### src/rtl/intr_pkg.sv
package intr_pkg;
  localparam int PL_W     = 3;
  localparam int CC_W     = 3;
  localparam int PRIV_BIT = 15;
  localparam int PL_LO    = 8;
  localparam int CC_LO    = 0;

  typedef enum logic [2:0] {
    ST_IDLE,
    ST_ENT_PSR,
    ST_ENT_PC,
    ST_ENT_VEC,
    ST_RET_PC,
    ST_RET_PSR
  } seq_state_t;
endpackage

### src/rtl/intr_accept.sv
module intr_accept
  import intr_pkg::*;
(
  input  logic            idle,
  input  logic            at_boundary,
  input  logic            irq_req,
  input  logic [PL_W-1:0] irq_prio,
  input  logic            rti_go,
  input  logic            cur_priv,
  input  logic [PL_W-1:0] cur_pl,
  output logic            take,
  output logic            ret_go,
  output logic            fault
);
  logic outranks;

  always_comb begin
    outranks = irq_prio > cur_pl;
    take     = idle && at_boundary && irq_req && outranks;
    ret_go   = idle && rti_go && !take && !cur_priv;
    fault    = idle && rti_go && !take && cur_priv;
  end
endmodule

### src/rtl/intr_psr.sv
module intr_psr
  import intr_pkg::*;
#(
  parameter int XLEN = 16
) (
  input  logic            clk,
  input  logic            rst_n,
  input  logic            cc_we,
  input  logic [CC_W-1:0] cc_in,
  input  logic            ent_we,
  input  logic [PL_W-1:0] ent_pl,
  input  logic            ret_we,
  input  logic            ret_priv,
  input  logic [PL_W-1:0] ret_pl,
  input  logic [CC_W-1:0] ret_cc,
  output logic            priv,
  output logic [PL_W-1:0] pl,
  output logic [XLEN-1:0] psr_word
);
  logic            priv_d;
  logic [PL_W-1:0] pl_d;
  logic [CC_W-1:0] cc_q, cc_d;
  logic            upd_en;

  always_comb begin
    priv_d = priv;
    pl_d   = pl;
    cc_d   = cc_q;
    upd_en = ret_we || ent_we || cc_we;
    if (ret_we) begin
      priv_d = ret_priv;
      pl_d   = ret_pl;
      cc_d   = ret_cc;
    end else if (ent_we) begin
      priv_d = 1'b0;
      pl_d   = ent_pl;
    end else if (cc_we) begin
      cc_d = cc_in;
    end
  end

  always_ff @(posedge clk or negedge rst_n) begin
    if (!rst_n) begin
      priv <= 1'b1;
      pl   <= '0;
      cc_q <= '0;
    end else if (upd_en) begin
      priv <= priv_d;
      pl   <= pl_d;
      cc_q <= cc_d;
    end
  end

  always_comb begin
    psr_word                 = '0;
    psr_word[PRIV_BIT]       = priv;
    psr_word[PL_LO +: PL_W]  = pl;
    psr_word[CC_LO +: CC_W]  = cc_q;
  end

  // a lone flag update lands in the flag field on the next edge
  assert_flag_load_R2: assert property (@(posedge clk) disable iff (!rst_n)
    (cc_we && !ent_we && !ret_we) |=> (psr_word[CC_LO +: CC_W] == $past(cc_in)) && $stable(priv));
endmodule

### src/rtl/intr_ctrl.sv
module intr_ctrl
  import intr_pkg::*;
#(
  parameter int              XLEN      = 16,
  parameter int              VEC_W     = 8,
  parameter logic [XLEN-1:0] VEC_BASE  = 16'h0100,
  parameter logic [XLEN-1:0] SSP_RESET = 16'h3000
) (
  input  logic             clk,
  input  logic             rst_n,
  input  logic             take,
  input  logic             ret_go,
  input  logic [PL_W-1:0]  irq_prio,
  input  logic [VEC_W-1:0] irq_vec,
  input  logic             cur_priv,
  input  logic [XLEN-1:0]  psr_word,
  input  logic [XLEN-1:0]  pc_in,
  input  logic [XLEN-1:0]  sp_in,
  input  logic [XLEN-1:0]  mem_rdata,
  input  logic             mem_ack,
  output logic             busy,
  output logic             mem_req,
  output logic             mem_we,
  output logic [XLEN-1:0]  mem_addr,
  output logic [XLEN-1:0]  mem_wdata,
  output logic [XLEN-1:0]  pc_out,
  output logic             pc_we,
  output logic [XLEN-1:0]  sp_out,
  output logic             sp_we,
  output logic             ent_we,
  output logic [PL_W-1:0]  ent_pl,
  output logic             ret_we,
  output logic             ret_priv,
  output logic [PL_W-1:0]  ret_pl,
  output logic [CC_W-1:0]  ret_cc
);
  localparam logic [XLEN-1:0] ONE = XLEN'(1);

  seq_state_t       state, state_d;
  logic [XLEN-1:0]  work_sp, work_sp_d;
  logic [XLEN-1:0]  hold_psr, hold_pc;
  logic [VEC_W-1:0] hold_vec;
  logic [PL_W-1:0]  hold_prio;
  logic [XLEN-1:0]  usp_save, ssp_save;
  logic [XLEN-1:0]  vec_addr, sp_inc;
  logic             hold_en, hpc_en, usp_en, ssp_en;

  always_comb begin
    vec_addr = {VEC_BASE[XLEN-1:VEC_W], hold_vec};
    sp_inc   = work_sp + ONE;
  end

  always_comb begin
    state_d   = state;
    work_sp_d = work_sp;
    hold_en   = 1'b0;
    hpc_en    = 1'b0;
    usp_en    = 1'b0;
    ssp_en    = 1'b0;
    mem_req   = 1'b0;
    mem_we    = 1'b0;
    mem_addr  = work_sp;
    mem_wdata = '0;
    pc_out    = '0;
    pc_we     = 1'b0;
    sp_out    = '0;
    sp_we     = 1'b0;
    ent_we    = 1'b0;
    ret_we    = 1'b0;
    case (state)
      ST_IDLE: begin
        if (take) begin
          state_d   = ST_ENT_PSR;
          work_sp_d = (cur_priv ? ssp_save : sp_in) - ONE;
          hold_en   = 1'b1;
          usp_en    = cur_priv;
        end else if (ret_go) begin
          state_d   = ST_RET_PC;
          work_sp_d = sp_in;
        end
      end
      ST_ENT_PSR: begin
        mem_req   = 1'b1;
        mem_we    = 1'b1;
        mem_wdata = hold_psr;
        if (mem_ack) begin
          work_sp_d = work_sp - ONE;
          state_d   = ST_ENT_PC;
        end
      end
      ST_ENT_PC: begin
        mem_req   = 1'b1;
        mem_we    = 1'b1;
        mem_wdata = hold_pc;
        if (mem_ack) state_d = ST_ENT_VEC;
      end
      ST_ENT_VEC: begin
        mem_req  = 1'b1;
        mem_addr = vec_addr;
        if (mem_ack) begin
          pc_we   = 1'b1;
          pc_out  = mem_rdata;
          sp_we   = 1'b1;
          sp_out  = work_sp;
          ent_we  = 1'b1;
          state_d = ST_IDLE;
        end
      end
      ST_RET_PC: begin
        mem_req = 1'b1;
        if (mem_ack) begin
          hpc_en    = 1'b1;
          work_sp_d = sp_inc;
          state_d   = ST_RET_PSR;
        end
      end
      ST_RET_PSR: begin
        mem_req = 1'b1;
        if (mem_ack) begin
          pc_we   = 1'b1;
          pc_out  = hold_pc;
          ret_we  = 1'b1;
          sp_we   = 1'b1;
          if (mem_rdata[PRIV_BIT]) begin
            ssp_en = 1'b1;
            sp_out = usp_save;
          end else begin
            sp_out = sp_inc;
          end
          state_d = ST_IDLE;
        end
      end
      default: state_d = ST_IDLE;
    endcase
  end

  always_ff @(posedge clk or negedge rst_n) begin
    if (!rst_n) begin
      state   <= ST_IDLE;
      work_sp <= '0;
    end else begin
      state   <= state_d;
      work_sp <= work_sp_d;
    end
  end

  always_ff @(posedge clk or negedge rst_n) begin
    if (!rst_n) begin
      hold_psr  <= '0;
      hold_vec  <= '0;
      hold_prio <= '0;
    end else if (hold_en) begin
      hold_psr  <= psr_word;
      hold_vec  <= irq_vec;
      hold_prio <= irq_prio;
    end
  end

  always_ff @(posedge clk or negedge rst_n) begin
    if (!rst_n)       hold_pc <= '0;
    else if (hold_en) hold_pc <= pc_in;
    else if (hpc_en)  hold_pc <= mem_rdata;
  end

  always_ff @(posedge clk or negedge rst_n) begin
    if (!rst_n)      usp_save <= '0;
    else if (usp_en) usp_save <= sp_in;
  end

  always_ff @(posedge clk or negedge rst_n) begin
    if (!rst_n)      ssp_save <= SSP_RESET;
    else if (ssp_en) ssp_save <= sp_inc;
  end

  always_comb begin
    busy     = state != ST_IDLE;
    ent_pl   = hold_prio;
    ret_priv = mem_rdata[PRIV_BIT];
    ret_pl   = mem_rdata[PL_LO +: PL_W];
    ret_cc   = mem_rdata[CC_LO +: CC_W];
  end

  // an unacknowledged request keeps its direction and address
  assert_req_hold_R12: assert property (@(posedge clk) disable iff (!rst_n)
    (mem_req && !mem_ack) |=> mem_req && $stable(mem_addr) && $stable(mem_we));
endmodule

### src/rtl/intr_seq.sv
module intr_seq
  import intr_pkg::*;
#(
  parameter int              XLEN      = 16,
  parameter int              VEC_W     = 8,
  parameter logic [XLEN-1:0] VEC_BASE  = 16'h0100,
  parameter logic [XLEN-1:0] SSP_RESET = 16'h3000
) (
  input  logic             clk,
  input  logic             rst_n,
  input  logic             at_boundary,
  input  logic             irq_req,
  input  logic [PL_W-1:0]  irq_prio,
  input  logic [VEC_W-1:0] irq_vec,
  input  logic             rti_go,
  input  logic             cc_we,
  input  logic [CC_W-1:0]  cc_in,
  input  logic [XLEN-1:0]  pc_in,
  output logic [XLEN-1:0]  pc_out,
  output logic             pc_we,
  input  logic [XLEN-1:0]  sp_in,
  output logic [XLEN-1:0]  sp_out,
  output logic             sp_we,
  output logic             mem_req,
  output logic             mem_we,
  output logic [XLEN-1:0]  mem_addr,
  output logic [XLEN-1:0]  mem_wdata,
  input  logic [XLEN-1:0]  mem_rdata,
  input  logic             mem_ack,
  output logic             busy,
  output logic             priv_fault,
  output logic [XLEN-1:0]  psr_out
);
  logic            rst_meta, rst_sync;
  logic            priv, take, ret_go, ent_we, ret_we, ret_priv, cc_we_idle;
  logic [PL_W-1:0] pl, ent_pl, ret_pl;
  logic [CC_W-1:0] ret_cc;

  always_ff @(posedge clk or negedge rst_n) begin
    if (!rst_n) begin
      rst_meta <= 1'b0;
      rst_sync <= 1'b0;
    end else begin
      rst_meta <= 1'b1;
      rst_sync <= rst_meta;
    end
  end

  assign cc_we_idle = cc_we && !busy;

  intr_accept u_accept (
    .idle        (!busy),
    .at_boundary (at_boundary),
    .irq_req     (irq_req),
    .irq_prio    (irq_prio),
    .rti_go      (rti_go),
    .cur_priv    (priv),
    .cur_pl      (pl),
    .take        (take),
    .ret_go      (ret_go),
    .fault       (priv_fault)
  );

  intr_psr #(.XLEN(XLEN)) u_psr (
    .clk      (clk),
    .rst_n    (rst_sync),
    .cc_we    (cc_we_idle),
    .cc_in    (cc_in),
    .ent_we   (ent_we),
    .ent_pl   (ent_pl),
    .ret_we   (ret_we),
    .ret_priv (ret_priv),
    .ret_pl   (ret_pl),
    .ret_cc   (ret_cc),
    .priv     (priv),
    .pl       (pl),
    .psr_word (psr_out)
  );

  intr_ctrl #(
    .XLEN(XLEN), .VEC_W(VEC_W), .VEC_BASE(VEC_BASE), .SSP_RESET(SSP_RESET)
  ) u_ctrl (
    .clk       (clk),
    .rst_n     (rst_sync),
    .take      (take),
    .ret_go    (ret_go),
    .irq_prio  (irq_prio),
    .irq_vec   (irq_vec),
    .cur_priv  (priv),
    .psr_word  (psr_out),
    .pc_in     (pc_in),
    .sp_in     (sp_in),
    .mem_rdata (mem_rdata),
    .mem_ack   (mem_ack),
    .busy      (busy),
    .mem_req   (mem_req),
    .mem_we    (mem_we),
    .mem_addr  (mem_addr),
    .mem_wdata (mem_wdata),
    .pc_out    (pc_out),
    .pc_we     (pc_we),
    .sp_out    (sp_out),
    .sp_we     (sp_we),
    .ent_we    (ent_we),
    .ent_pl    (ent_pl),
    .ret_we    (ret_we),
    .ret_priv  (ret_priv),
    .ret_pl    (ret_pl),
    .ret_cc    (ret_cc)
  );

  // an entry (first access is a write) starts only from a request at a boundary
  assert_entry_at_boundary_R3: assert property (@(posedge clk) disable iff (!rst_sync)
    (busy && !$past(busy) && mem_we) |-> $past(at_boundary && irq_req));

  // a finished entry leaves supervisor mode at a strictly higher level
  assert_entry_raises_R7: assert property (@(posedge clk) disable iff (!rst_sync)
    ent_we |=> !priv && (pl > $past(pl)));

  // a refused return leaves the block idle and the status word untouched
  assert_fault_quiet_R10: assert property (@(posedge clk) disable iff (!rst_sync)
    priv_fault |=> !busy && $stable(psr_out));

  // an acceptable request beats a simultaneous return request
  assert_irq_first_R11: assert property (@(posedge clk) disable iff (!rst_sync)
    (!busy && at_boundary && irq_req && rti_go && (irq_prio > pl)) |=> busy && mem_we);
endmodule

### config.mk
export PLATFORM = sky130hd
export DESIGN_NAME = intr_seq
export DESIGN_NICKNAME = d
export VERILOG_FILES = /design/src/rtl/intr_pkg.sv /design/src/rtl/intr_accept.sv /design/src/rtl/intr_psr.sv /design/src/rtl/intr_ctrl.sv /design/src/rtl/intr_seq.sv
export SDC_FILE = /design/constraint.sdc
export NUM_CORES = 1
export LEC_CHECK = 0
export ABC_AREA = 1
export BUFFER_PORTS_ARGS = -buffer_cell sky130_fd_sc_hd__buf_2
export CAP_MARGIN = 10
export CORE_MARGIN = 3
export CORE_UTILIZATION = 33
export DETAILED_ROUTE_END_ITERATION = 8
export GPL_TIMING_DRIVEN = 1
export SETUP_SLACK_MARGIN = 0.2
export SYNTH_ARGS = -nofsm -noshare
export SYNTH_HDL_FRONTEND = slang
export SYNTH_SLANG_ARGS = --single-unit
### constraint.sdc
create_clock -name clk -period 4.7 [get_ports clk]
set_input_delay 1.41 -clock clk [delete_from_list [all_inputs] [get_ports clk]]
set_output_delay 1.41 -clock clk [all_outputs]
set_load 0.02 [all_outputs]
==> Word level (Yosys, flattened, before mapping) <==
Index checks and enable logic that the tools add are counted.
{ "totals": {"reg_bits": 94, "latch_bits": 0, "mem_bits_rw": 0, "romBits": 0, "inputBits": 69, "out_inout_bits": 86, "wordCells": 99, "mem_count": 0} }
{ "op_classes": {"n_addsub": 3, "multipliers": 0, "div_mod_pow": 0, "order_cmp": 1, "eq_ne": 11, "n_shift": 0, "mux": 45, "bitwise_logic": 0, "n_reduce_logical": 26} }
{ "op_table": {"columns": ["operator", "n"], "rows": [
  ["$mux 16", 13],
  ["$pmux 16 s2", 3],
  ["$pmux 16 s3", 1],
  ["$mux 3", 11],
  ["$sub 16x1->16 const B", 2],
  ["$add 16x1->16 const B", 1],
  ["$mux 1", 16],
  ["$pmux 3 s5", 1],
  ["$logic_and 1x1->1", 8],
  ["$ne 2x2->1 const B", 4],
  ["$eq 3x2->1 const B", 2],
  ["$eq 3x3->1 const B", 2],
  ["$reduce_bool 2->1", 3],
  ["$reduce_bool 3->1", 2],
  ["$reduce_and 5->1", 1],
  ["$reduce_or 5->1", 1],
  ["$reduce_and 4->1", 1],
  ["$reduce_or 2->1", 2],
  ["$eq 3x1->1 const B", 1],
  ["$gt 3x3->1", 1],
  ["$logic_not 1->1", 3],
  ["$logic_not 3->1", 1],
  ["$ne 3x3->1 const B", 1],
  ["$reduce_and 3->1", 1],
  ["3 further kinds", 4]
]} }

==> Logic depth before layout (Yosys ltp) <==
Gate-level depths: netlist of run 1.
{ "logic_depth": {"ltp_word": 11, "depth_mapped": 15} }

==> Modules after synthesis <==
From an unflattened synthesis of run 1, not the netlist that was laid out.
{ "hier_totals": {"hier_cells": 1057, "area_unflattened_um2": 7050.5} }
{ "modules_own_cells": {"columns": ["module", "instances", "cells_each", "area_per_inst_um2", "seq_area_each_um2"], "rows": [
  ["intr_ctrl", 1, 966, 6406.1, 2354.8],
  ["intr_psr", 1, 62, 460.4, 176.4],
  ["intr_accept", 1, 23, 116.4, 0.0],
  ["intr_seq", 1, 6, 67.6, 50.0]
]} }

==> Worst setup path after synthesis of run 1 <==
Ideal clock, no wire load.
{ "synth_timing": {"path_kind": "input to output", "from": "input port irq_prio[2]", "to": "output port priv_fault", "arrival_ps": 2615, "t_required_ps": 3290, "path_slack_ps": 675, "cell_stages": 8, "path_cell_list": "ha_1 -> a21oi_1 -> o21ai_0 -> nand2_2 -> inv_2 -> buf_4 -> nor2_1 -> and3_1"} }
{ "synth_between": {"elab_chain_cells": 5} }
{ "synth_rtl": {"columns": ["element", "line_no", "source"], "rows": [
  ["start: declaration", "intr_seq.sv:13", "input logic [PL_W-1:0] irq_prio,"],
  ["$gt 3x3->1", "intr_accept.sv:18", "outranks = irq_prio > cur_pl;"],
  ["$logic_and 1x1->1", "intr_accept.sv:19", "take = idle && at_boundary && irq_req && outranks;"],
  ["$logic_not 1->1", "intr_accept.sv:21", "fault = idle && rti_go && !take && cur_priv;"],
  ["$logic_and 1x1->1 (2 in a row)", "intr_accept.sv:21", null],
  ["end: declaration", "intr_seq.sv:31", "output logic priv_fault,"]
]} }
No other way between the ends.

==> Final worst setup path of run 1 <==
{ "layout_timing": {"from": "input port mem_ack", "to": "output port sp_out[1]"} }
{ "layout_between": {"elab_chain_cells": 2, "word_cells_on_any_way": 3, "cone_classes": "mux (3)"} }
{ "layout_rtl": {"columns": ["element", "line_no", "source"], "rows": [
  ["start: declaration", "intr_seq.sv:29", "input logic mem_ack,"],
  ["$mux 16 (on tied branches)", "intr_ctrl.sv:119, intr_ctrl.sv:100", null],
  ["$pmux 16 s2 *", "intr_ctrl.sv:70", "case (state)"],
  ["end: declaration", "intr_seq.sv:22", "output logic [XLEN-1:0] sp_out,"]
]} }
Every way passes the cells marked *; elsewhere a longest branch is shown, timed or not.

==> impl_summary.log, run 1 <==
INFO  metric post_synth.cell_area_avg = 6.76 um2
INFO  metric timing.final.crit_share = 90.8%
INFO  metric r2r.worst_path.cells = 11
INFO  metric routed_via_density = 4.95
INFO  metric ioPinCount = 155
INFO  metric global_route.usage.total = 20.2%
INFO  metric clock_tree.root_cell = sky130_fd_sc_hd__clkbuf_16
INFO  metric crit_path_max_fanout = 18
INFO  metric rsz_0062_raised_after_global_routing = false
INFO  metric grt_start_max_net_pins = 56
INFO  metric reg2reg_setup_slack = 1930 ps
INFO  metric hold_depth = 0
INFO  metric share_of_async_settable_or_async_resettable_flops_after_synthesis = 100%
INFO  metric initialDrtViolationCount = 496
INFO  metric critical_path_endpoint_category = primary output
INFO  metric final_core_utilization = 40.1%
INFO  metric worst_pin_slew = 797 ps
INFO  metric fin_crit = 4270 ps
INFO  metric synth-edff-count = 0
INFO  metric first_pass_grt_wire_length = 34300 um
INFO  metric crit-reg2reg-launch = u_psr.pl[2]$_DFFE_PN0P_
INFO  metric ctsResizeCount = 0
INFO  metric tritoncts_num_sinks = 94
INFO  metric routed_wire_length_per_instance = 16.3 um
INFO  metric yosysWarningCount = 0
INFO  metric post_synthesis_sequential_area_ratio = 36.1%
INFO  metric h-tree-depth = 3
INFO  metric cts_setup_buffers = 0
INFO  metric clock_path_buffers = 2
INFO  metric nNetsFinal = 1155
INFO  metric arrival = 2860 ps
INFO  metric count_of_unique_library_cells_instantiated_by_yosys = 41
INFO  metric worstHoldEndpoint = rst_sync$_DFF_PN0_
INFO  metric finalClockSkew = 7.78 ps
INFO  metric setup-violations-final = 0
INFO  metric design_power_total = 5.00 mW
INFO  metric fmax = 0.234 GHz
INFO  metric design.core.area = 19100 um2
INFO  metric overflow = 0
INFO  metric chipHeight = 147 um
INFO  metric cp_slowest_cell = sky130_fd_sc_hd__nor2_4
INFO  metric worstPathCellList = buf_2 -> inv_1 -> nor2_4 -> inv_2 -> nor2_4 -> nand2_1 -> o221ai_2 -> buf_2
INFO  metric hold_path_class = reg -> reg
INFO  metric cellLeakagePower = 3.93 nW
INFO  metric peakVddDrop = 295 uV
INFO  metric synth_flop_cell = sky130_fd_sc_hd__dfrtp_1
INFO  metric syn_area = 6520 um2
INFO  metric worst_skew_pair.late_latency = 350 ps
INFO  metric antenna_left = 0
INFO  metric most-common-layout-cells = sky130_fd_sc_hd__nand2_1 (302), sky130_fd_sc_hd__buf_2 (145), sky130_fd_sc_hd__inv_1 (107)
INFO  metric hold_viol = 0
INFO  metric antenna_found_initial = 0
INFO  metric layout_commonest_cell = sky130_fd_sc_hd__nand2_1
INFO  metric crit_path_max_incr_delay = 410 ps
INFO  metric grt_pass1_vias = 6323
INFO  metric netlist_instances = 965
INFO  metric cts_buffers = 9
INFO  metric synth.ff_latch_count = 94
INFO  metric start_util = 34.2%
INFO  metric r2r_end = u_ctrl.work_sp[4]$_DFFE_PN0P_
INFO  metric drt_wl_total = 21900 um
INFO  metric detailedPlacementHpwl = 16200 um
INFO  metric areaGrowthSynthToFinish = 17.3%
INFO  metric row_count = 50
INFO  metric timing.setup.tns = 0 ps
INFO  metric dr.pass1.iters = 6
INFO  metric gp_congestion = 0.890
INFO  metric port_buffers = 145
INFO  metric diodes = 0
INFO  metric worstSetupStartpointType = input port
INFO  metric cts.reportedPaths.clkPinSlew = 70 ps
INFO  metric die-area = 21500 um2
INFO  metric cts_tree = done
INFO  metric power-per-cell-area = 654 nW/um2
INFO  metric final_max_slew_viol_count = 0
INFO  metric worst_hold_startpoint = rst_meta$_DFF_PN0_
INFO  metric die-width = 147 um
INFO  metric drt_drc_violations_left = 0
INFO  metric cpLargestDelayFamily = simple AND/OR/NAND/NOR gates
INFO  metric cap_viol_max_count = 0
INFO  metric status = finished clean
INFO  metric critical_path_buf_inv_count = 4
INFO  metric post_route_cells_drive_above_1_share = 21.4%
INFO  metric post_cts_hold_buffers = 0
INFO  metric detailroute.via_count = 6656
INFO  metric cp_data_required_time = 3290 ps
INFO  metric worst_slew_margin_rel = 46.7%
INFO  metric worstSetupPathType = in -> out
## flip-flops by register name (all words and copies together), names as in the netlist
name	cells
u_psr.priv	1
u_ctrl.state	3
u_psr.pl	3
u_ctrl.hold_vec	8
u_ctrl.work_sp	16
u_psr.cc_q	3
u_ctrl.hold_pc	16
u_ctrl.usp_save	16
u_ctrl.hold_psr	7
rst_sync	1
u_ctrl.ent_pl	3
u_ctrl.ssp_save	16
rst_meta	1
## synthesized netlist by cell type (5+ instances only)
master / instances / area (um2)
sky130_fd_sc_hd__nand2_1: 302 / 1130
sky130_fd_sc_hd__inv_1: 107 / 402
sky130_fd_sc_hd__dfrtp_1: 91 / 2280
sky130_fd_sc_hd__nor2_1: 79 / 297
sky130_fd_sc_hd__o21ai_0: 76 / 380
sky130_fd_sc_hd__nand3_1: 57 / 285
sky130_fd_sc_hd__a21oi_1: 25 / 125
sky130_fd_sc_hd__buf_2: 25 / 125
sky130_fd_sc_hd__o21ai_1: 24 / 120
sky130_fd_sc_hd__o22ai_1: 20 / 125
sky130_fd_sc_hd__o221ai_1: 19 / 166
sky130_fd_sc_hd__nand2_2: 15 / 93.8
sky130_fd_sc_hd__buf_4: 14 / 105
sky130_fd_sc_hd__a22oi_1: 12 / 90.1
sky130_fd_sc_hd__clkbuf_1: 12 / 45.0
sky130_fd_sc_hd__nor2_2: 9 / 56.3
sky130_fd_sc_hd__inv_2: 8 / 30.0
sky130_fd_sc_hd__nand4_1: 8 / 50.1
sky130_fd_sc_hd__nor2_4: 7 / 78.8
sky130_fd_sc_hd__ha_1: 6 / 75.1
sky130_fd_sc_hd__nand2_4: 6 / 67.6
sky130_fd_sc_hd__a21boi_1: 5 / 37.5
sky130_fd_sc_hd__xor2_1: 5 / 43.8
## cell families after synthesis
family | Yosys count | synth area share [%]
and+or+nand+nor | 497 | 33.2
other | 2 | 0.115
DFF | 94 | 36.1
xor gates and xnor gates | 5 | 0.671
adders and majority gates | 6 | 1.15
AOI/OAI and AO/OA | 187 | 17.0
buffers and inverters | 174 | 11.7
## worst register-to-register path, cell delays in order, from the launching register on
cell	delay (ps)
sky130_fd_sc_hd__dfrtp_1	380
sky130_fd_sc_hd__inv_1	100
sky130_fd_sc_hd__ha_1	260
sky130_fd_sc_hd__a21oi_1	130
sky130_fd_sc_hd__o21ai_0	110
sky130_fd_sc_hd__nand2_2	100
sky130_fd_sc_hd__buf_4	400
sky130_fd_sc_hd__nand3_2	190
sky130_fd_sc_hd__nand3_2	380
sky130_fd_sc_hd__inv_1	330
sky130_fd_sc_hd__nand2_1	150
sky130_fd_sc_hd__o21ai_0	90
## how the worst max path moves through the flow
stage	startpoint	endpoint	slack [ps]	cells past startpoint
2_1_floorplan	irq_prio[2]	priv_fault	680	8
3_3_place_gp	mem_ack	sp_out[6]	520	8
3_5_place_dp	mem_ack	sp_out[1]	470	8
4_1_cts	mem_ack	sp_out[1]	460	8
5_1_grt	mem_ack	sp_out[4]	290	8
6_report	mem_ack	sp_out[1]	430	8
## per-stage QoR
step	std cells	hold slack, ps	instance area [um2]	setup WS (ps)
floorplan	973	331	6550	675
global placement	1329	334	7340	521
detailed placement	1329	340	7340	468
CTS	1345	356	7650	459
global route	1345	370	7650	289
finish	1345	353	7650	435
## layout make-up
type | count | area (um2)
well taps | 260 | 325
flip-flops and latches | 94 | 2360
inverters | 118 | 447
repair buffers | 152 | 778
multi-input cells | 705 | 3430
fillers | 2077 | 11400
clock inverters | 7 | 80.1
clock buffers | 9 | 225
## routing by layer
layer  vias to the layer above  wire, um  global-route usage (%)
met5                         -         0                       0
met2                       231      9660                    31.0
met1                      3055      9980                    28.1
met4                         0       722                    7.86
li1                       3331         -                       -
met3                        39      1510                    3.72
## report_power, final
group,leakage [nW],internal (mW),switching [mW],total (mW)
combinational,2.61,0.813,1.83,2.65
sequential,1.16,1.21,0.373,1.58
clock,0.148,0.421,0.354,0.774
total,3.93,2.44,2.56,5.00
(Power assumes the default switching activity.)
==> run 2, diff against run 1 <==
- CORE_UTILIZATION: 33 -> 50
- CTS_BUF_LIST: not set -> sky130_fd_sc_hd__clkbuf_4 sky130_fd_sc_hd__clkbuf_8
- PLACE_DENSITY: not set -> 0.75
==> impl_summary.log, run 2 (synthesis gave the netlist of run 1 again) <==
INFO  metric fmax = 0.238 GHz
INFO  metric storage_cell_area = 2360 um2
INFO  metric worstSetupPathType = in -> out
INFO  metric clkPwrFrac = 12.3%
INFO  metric final_max_slew_viol_count = 0
INFO  metric ctsResizeCount = 0
INFO  metric timing.final.crit_share = 89.4%
INFO  metric cts.reportedPaths.clkPinSlew = 90 ps
INFO  metric worstSetupStartpointType = input port
INFO  metric areaGrowthSynthToFinish = 14.2%
INFO  metric tritoncts_num_sinks = 94
INFO  metric worst_slew_margin_rel = 42.6%
INFO  metric worst_pin_slew = 859 ps
INFO  metric postLayoutCellArea = 7450 um2
INFO  metric finalClockSkew = 5.18 ps
INFO  metric switching_share_of_power = 51.8%
INFO  metric hold_path_class = reg -> reg
INFO  metric design.core.area = 12700 um2
INFO  metric rsz_0062_raised_after_global_routing = false
INFO  metric global_route.usage.total = 28.2%
INFO  metric port_buffers = 145
INFO  metric dr.pass1.iters = 8
INFO  metric most-common-layout-cells = sky130_fd_sc_hd__nand2_1 (302), sky130_fd_sc_hd__buf_2 (145), sky130_fd_sc_hd__inv_1 (107)
INFO  metric reg2reg_setup_slack = 1980 ps
INFO  metric nNetsFinal = 1155
INFO  metric clock_path_buffers = 2
INFO  metric post_cts_hold_buffers = 0
INFO  metric critical_path_endpoint_category = primary output
INFO  metric detailroute.via_count = 6797
INFO  metric detailedPlacementHpwl = 14800 um
INFO  metric first_pass_grt_wire_length = 32100 um
INFO  metric row_count = 41
INFO  metric overflow = 0
INFO  metric arrival = 2790 ps
INFO  metric multi_input_area = 3430 um2
INFO  metric h-tree-depth = 3
INFO  metric die-area = 14500 um2
INFO  metric status = finished clean
INFO  metric drt_wl_total = 20400 um
INFO  metric drt_drc_violations_left = 0
INFO  metric start_util = 51.5%
INFO  metric cp_data_required_time = 3290 ps
INFO  metric post_route_cells_drive_above_1_share = 21.4%
INFO  metric fin_crit = 4200 ps
INFO  metric power.combinational.fraction = 54.5%
INFO  metric layout_commonest_cell = sky130_fd_sc_hd__nand2_1
INFO  metric total_switching_power = 2.47 mW
INFO  metric diodes = 0
INFO  metric initialDrtViolationCount = 536
INFO  metric grt_start_max_net_pins = 56
INFO  metric cts_setup_buffers = 0
INFO  metric clock_tree.root_cell = sky130_fd_sc_hd__clkbuf_8
INFO  metric worst_skew_pair.late_latency = 380 ps
INFO  metric routed_via_density = 5.41
INFO  metric antenna_left = 0
INFO  metric setup-violations-final = 0
INFO  metric antenna_found_initial = 0
INFO  metric cap_viol_max_count = 0
INFO  metric pwr-share-seq = 33.2%
INFO  metric peakVddDrop = 311 uV
INFO  metric ioPinCount = 155
INFO  metric power-per-cell-area = 641 nW/um2
INFO  metric cell_internal_pwr = 2.30 mW
INFO  metric num-fill-cells = 1290
INFO  metric chipHeight = 120 um
INFO  metric gp_congestion = 0.948
INFO  metric die-width = 120 um
INFO  metric cts_buffers = 9
INFO  metric crit_path_max_fanout = 17
INFO  metric hold_viol = 0
INFO  metric grt_pass1_vias = 6280
INFO  metric timing.setup.tns = 0 ps
INFO  metric dpl-instance-area = 7230 um2
INFO  metric cellLeakagePower = 3.88 nW
INFO  metric cts_tree = done
INFO  metric routed_wire_length_per_instance = 16.2 um
==> run 2: cell type report <==
class                      instances  share of cell area (%)
multi-input combinational        705                    46.1
sequential                        94                    31.7
timing repair buffer             152                    10.5
inverter                         118                    6.00
tap                              172                    2.89
clock buffer                      12                    2.13
clock inverter                     4                   0.723
==> run 2: worst paths after layout <==
check / start / cells after the start / to
min: rst_meta$_DFF_PN0_ / 0 / rst_sync$_DFF_PN0_
min reg2reg: rst_meta$_DFF_PN0_ / 0 / rst_sync$_DFF_PN0_
max: mem_ack / 8 / sp_out[5]
max in group asynchronous: rst_sync$_DFF_PN0_ / 1 / u_ctrl.ssp_save[12]$_DFFE_PN1P_
max reg2reg: u_psr.pl[2]$_DFFE_PN0P_ / 11 / u_ctrl.work_sp[2]$_DFFE_PN0P_
min in group asynchronous: rst_sync$_DFF_PN0_ / 0 / u_ctrl.hold_pc[1]$_DFFE_PN0P_
==> run 2: routing by layer <==
metal  global-route usage (%)  vias to the layer above  wire, um
met2                     45.9                      320      9530
li1                         -                     3326         -
met4                     10.4                        0       518
met1                     37.8                     3122      8510
met3                     5.29                       29      1800
met5                        0                        -         0
==> run 2: power groups by stage <==
stage	Combinational, mW	Clock (mW)	Sequential [mW]
after floorplan	2.02	0	1.42
after global placement	2.54	0	1.58
after detailed placement	2.58	0	1.58
after CTS	2.59	0.595	1.57
after global routing	2.90	0.626	1.63
final	2.60	0.589	1.58
==> run 2: worst max-delay path, stage by stage <==
cell and delay (ps):
sky130_fd_sc_hd__buf_2 100, sky130_fd_sc_hd__inv_1 100, sky130_fd_sc_hd__nor2_4 230, sky130_fd_sc_hd__inv_2 100
sky130_fd_sc_hd__nor2_4 360, sky130_fd_sc_hd__a22oi_1 120, sky130_fd_sc_hd__o21ai_0 140, sky130_fd_sc_hd__buf_2 210
==> run 2: metrics by stage <==
step / setup WS (ps) / util, % / std cells / hold WS (ps) / total power, mW
2_1_floorplan: 675 / - / 973 / 331 / 3.44
3_3_place_gp: 589 / 57.1 / 1241 / 334 / 4.12
3_5_place_dp: 541 / 57.1 / 1241 / 342 / 4.16
4_1_cts: 539 / 58.8 / 1257 / 364 / 4.75
5_1_grt: 399 / 58.8 / 1257 / 370 / 5.15
6_report: 497 / 58.8 / 1257 / 360 / 4.77
